<file path="config.mk">
export PLATFORM = sky130hd
export DESIGN_NAME = ret_addr_stack
export DESIGN_NICKNAME = d
export VERILOG_FILES = /design/src/rtl/ret_addr_stack.sv
export SDC_FILE = /design/constraint.sdc
export NUM_CORES = 1
export LEC_CHECK = 0
export ABC_AREA = 1
export CAP_MARGIN = 15
export CORE_MARGIN = 1.5
export CORE_UTILIZATION = 65
export DETAILED_ROUTE_END_ITERATION = 10
export DONT_BUFFER_PORTS = 1
export HOLD_SLACK_MARGIN = 0.03
export PLACE_DENSITY = 0.81
export SYNTH_ARGS = -nofsm -noshare
export SYNTH_HDL_FRONTEND = slang
export SYNTH_SLANG_ARGS = --single-unit
</file>
<file path="constraint.sdc">
create_clock -name clk -period 6.12 [get_ports clk]
set_input_delay 1.836 -clock clk [delete_from_list [all_inputs] [get_ports clk]]
set_output_delay 1.836 -clock clk [all_outputs]
set_load 0.005 [all_outputs]
</file>
<file path="src/rtl/ret_addr_stack.sv">
module ret_addr_stack #(
  parameter int PC_W  = 11,
  parameter int DEPTH = 8
) (
  input  logic            clk,
  input  logic            rst_n,
  input  logic            call_i,
  input  logic            irq_req_i,
  input  logic            ret_i,
  input  logic [PC_W-1:0] pc_i,
  output logic [PC_W-1:0] ret_pc_o,
  output logic            full_o,
  output logic            irq_ack_o
);
  // DEPTH must be a power of two so the write pointer wraps as a ring.
  localparam int PTR_W = $clog2(DEPTH);
  localparam int CNT_W = $clog2(DEPTH + 1);

  logic [PC_W-1:0]  mem [DEPTH];
  logic [PTR_W-1:0] wp;
  logic [CNT_W-1:0] cnt;
  logic             pend_q;
  logic             req, push;

  assign full_o    = (cnt == CNT_W'(DEPTH));
  assign req       = pend_q | irq_req_i;
  assign irq_ack_o = req & ~full_o & ~ret_i & ~call_i;
  assign push      = ~ret_i & (call_i | irq_ack_o);
  assign ret_pc_o  = mem[wp - PTR_W'(1)];

  always_ff @(posedge clk)
    if (push) mem[wp] <= pc_i;

  always_ff @(posedge clk) begin
    if (!rst_n) begin
      wp     <= '0;
      cnt    <= '0;
      pend_q <= 1'b0;
    end else begin
      pend_q <= req & ~irq_ack_o;
      if (ret_i) begin
        wp <= wp - PTR_W'(1);
        if (cnt != '0) cnt <= cnt - CNT_W'(1);
      end else if (push) begin
        wp <= wp + PTR_W'(1);
        if (!full_o) cnt <= cnt + CNT_W'(1);
      end
    end
  end
endmodule

</file>
==> metrics.md <==
| Metric | Value |
|---|---|
| Status | completed |
| DRT Pass-1 Iters | 5 |
| Initial antenna violation count | 0 |
| Crit path cell chain | buf_4, inv_2, ha_1, inv_1, o21ai_0, o22ai_1, inv_1, o21ai_0 |
| Clk_lat worst skew | 0.35 ns |
| Slowest cell on the critical path | inv_1 |
| Commonest non-fill, non-tap cell in the layout | edfxtp_1 |
| Synth Warn # | 0 |
| Area grow syn2layout | 5.62% |
| Die height | 81.5 um |
| Grt total ovfl | 0 |
| DIE WIDTH | 81.5 um |
| CTS Buffer Depth | 2 |
| Total track usage | 0.232 |
| WL final | 7180 um |
| Mean post-synth cell area | 11.7 um^2 |
| Core Util, Final | 0.715 |
| Tmin final | 4.86 ns |
| H-tree depth | 3 |
| Final HPWL DP | 4320 um |
| Vias in the first global route | 2258 |
| Clock Pin Slew Worst Setup and Hold Paths | 0.07 ns |
| Fin nets | 366 |
| Post-cts resize count | 0 |
| Synth cell types | 24 |
| Final Cell Area | 4230 um^2 |
| CTS Sinks | 96 |
| Reg-to-reg slack, setup | 3.56 ns |
| P_leak | 1.49 nW |
| Share of layout cells above drive strength 1 | 0.0862 |
| RSZ-0062 raised after global routing | no |
| Max_cap viols | 0 |
| DR iter-0 viols | 237 |
| Die footprint | 6640 um^2 |
| DRC violations left | 0 |
| Number of port buffers | 0 |
| Hold Path Sink | cnt[3] |
| First-pass GRT wire length | 10800 um |
| Final clock period utilization by the worst path | 0.794 |
| CP Class | reg -> out |
| Worst min-delay path class | reg -> reg |
| Setup crit start kind | register |
| Sequential-to-total area share from yosys stat | 0.700 |
| R2R depth | 5 |
| Fmax | 206 MHz |
| Setup-failing EPs final | 0 |
| Post-synth net total | 364 |
| Placed Area | 4060 um^2 |
| Worst Path Arrival | 3.02 ns |
| Post-Syn Area | 4010 um^2 |
| Initial Util | 0.677 |
| CP max FO | 49 |
| Final ANT Viol Nets | 0 |
| Postcts setup bufs | 0 |
| Cts bufs inserted | 9 |
| Worst Skew | 0.0111 ns |
| CTS tree | built |
| Pins over their slew limit | 0 |
| Top delay family on crit path | buffers and inverters |
| Worst-Margin Slew | 1.16 ns |
| Diodes inserted | 0 |
| Floorplan core area | 5920 um^2 |
| Max rail drop VDD | 0.224 mV |
| DR vias/cell | 5.76 |
| Via count | 2437 |
| PD cells | 333 nW/um^2 |
| Reg2reg start | wp[0] |
| Avg WL per Cell | 17.0 um |
| Crit. End Element | output pin |
| Mapped Cells | 343 |
| CP required | 4.28 ns |
| Placement row count | 28 |
| Final hold vios | 0 |
| CP peak stage delay | 0.62 ns |
| Fillers | 406 |
| Worst r2r dst | mem[2][2] |
| I/O pin total | 29 |
| Register area | 2800 um^2 |
| Commonest cells after routing, fill and taps aside | edfxtp_1 (88), nor2_1 (65), o21ai_0 (55) |
| RePlAce Congestion | 0.778 |
| Pin count of the biggest net entering global routing | 50 |
| Setup_tns | 0 ns |
| Cts hold-fix bufs | 0 |
| Hold_sp | cnt[3] |
| Root Driver | clkbuf_8 |
| Max-slew headroom | 0.224 |
| Hold depth | 2 |
| Area of the multi-input gates | 1030 um^2 |
| Seq cells post-synth | 96 |
| Worst path bufs/invs | 4 |
## power by group
group          switching, W  leakage [nW]  total, W  internal (W)
clock network      0.000197        0.0775  0.000338      0.000142
registers         0.0000215         0.863  0.000772      0.000750
logic              0.000198         0.551  0.000298     0.0000997
## logic make-up (layout without fill, tap and decap cells)
| kind of cell | after synthesis | after routing | share of synthesized area |
|---|---|---|---|
| compound gates | 88 | 88 | 0.117 |
| simple gates | 110 | 110 | 0.115 |
| flops | 96 | 96 | 0.700 |
| fa+ha+maj | 5 | 5 | 0.0175 |
| xor+xnor | 3 | 3 | 0.00656 |
| buf+inv | 41 | 46 | 0.0447 |
## worst register-to-register path, delay by kind of cell, from the launching register on
family / cells / cell delay, ns
and+or+nand+nor: 2 / 1.12
buffers and inverters: 3 / 0.77
DFF: 1 / 0.30
## synth_stat cells, drive strengths merged
| master | count | area, um^2 |
|---|---|---|
| fa | 1 | 20.0 |
| clkbuf | 6 | 22.5 |
| ha | 4 | 50.1 |
| nand3 | 6 | 42.5 |
| buf | 11 | 66.3 |
| edfxtp | 88 | 2640 |
| nand4 | 2 | 12.5 |
| dfxtp | 8 | 160 |
| xor2 | 2 | 17.5 |
| nand2 | 35 | 149 |
| o22ai | 22 | 138 |
| a21oi | 8 | 40.0 |
| inv | 24 | 90.1 |
| xnor2 | 1 | 8.76 |
| nor2 | 67 | 256 |
| o21ai | 58 | 290 |
## state kept, by name (all words and copies together) (netlist names)
signal  flops
mem        88
pend_q      1
cnt         4
wp          3
## layer usage
layer,up-vias,wire (um),track usage,share of wire
met3,8,440,0.0567,0.061
met2,73,3410,0.374,0.48
met5,-,0,0,0
met4,0,100,0.107,0.014
li1,1208,-,-,-
met1,1148,3230,0.300,0.45
## area by class of cell
class                      count  share of cell area
clock inverter                 4             0.00503
clock buffer                  10              0.0302
timing repair buffer           8              0.0151
tap                           75              0.0222
multi-input combinational    206               0.244
sequential                    96               0.662
inverter                      24              0.0213
## through the flow
| stage | instances | setup slack, ns | hold WS (ns) | power, W |
|---|---|---|---|---|
| 5_1_grt | 423 | 0.962 | 0.579 | 0.00148 |
| 3_5_place_dp | 407 | 1.63 | 0.523 | 0.00108 |
| 6_report | 423 | 1.26 | 0.533 | 0.00141 |
| 4_1_cts | 421 | 1.27 | 0.540 | 0.00141 |
| 3_3_place_gp | 407 | 1.69 | 0.499 | 0.00107 |
| 2_1_floorplan | 343 | 2.05 | 0.473 | 0.00102 |
## how the worst max path moves through the flow
| stage | startpoint | end | slack, ns | cells after the start |
|---|---|---|---|---|
| after floorplan | irq_req_i | irq_ack_o | 2.05 | 4 |
| after global placement | wp[0] | ret_pc_o[1] | 1.69 | 8 |
| after detailed placement | wp[0] | ret_pc_o[10] | 1.63 | 8 |
| after CTS | wp[0] | ret_pc_o[10] | 1.27 | 8 |
| after global routing | wp[0] | ret_pc_o[9] | 0.96 | 8 |
| final | wp[0] | ret_pc_o[0] | 1.26 | 8 |
No activity file was read; power rests on OpenSTA's default activity.
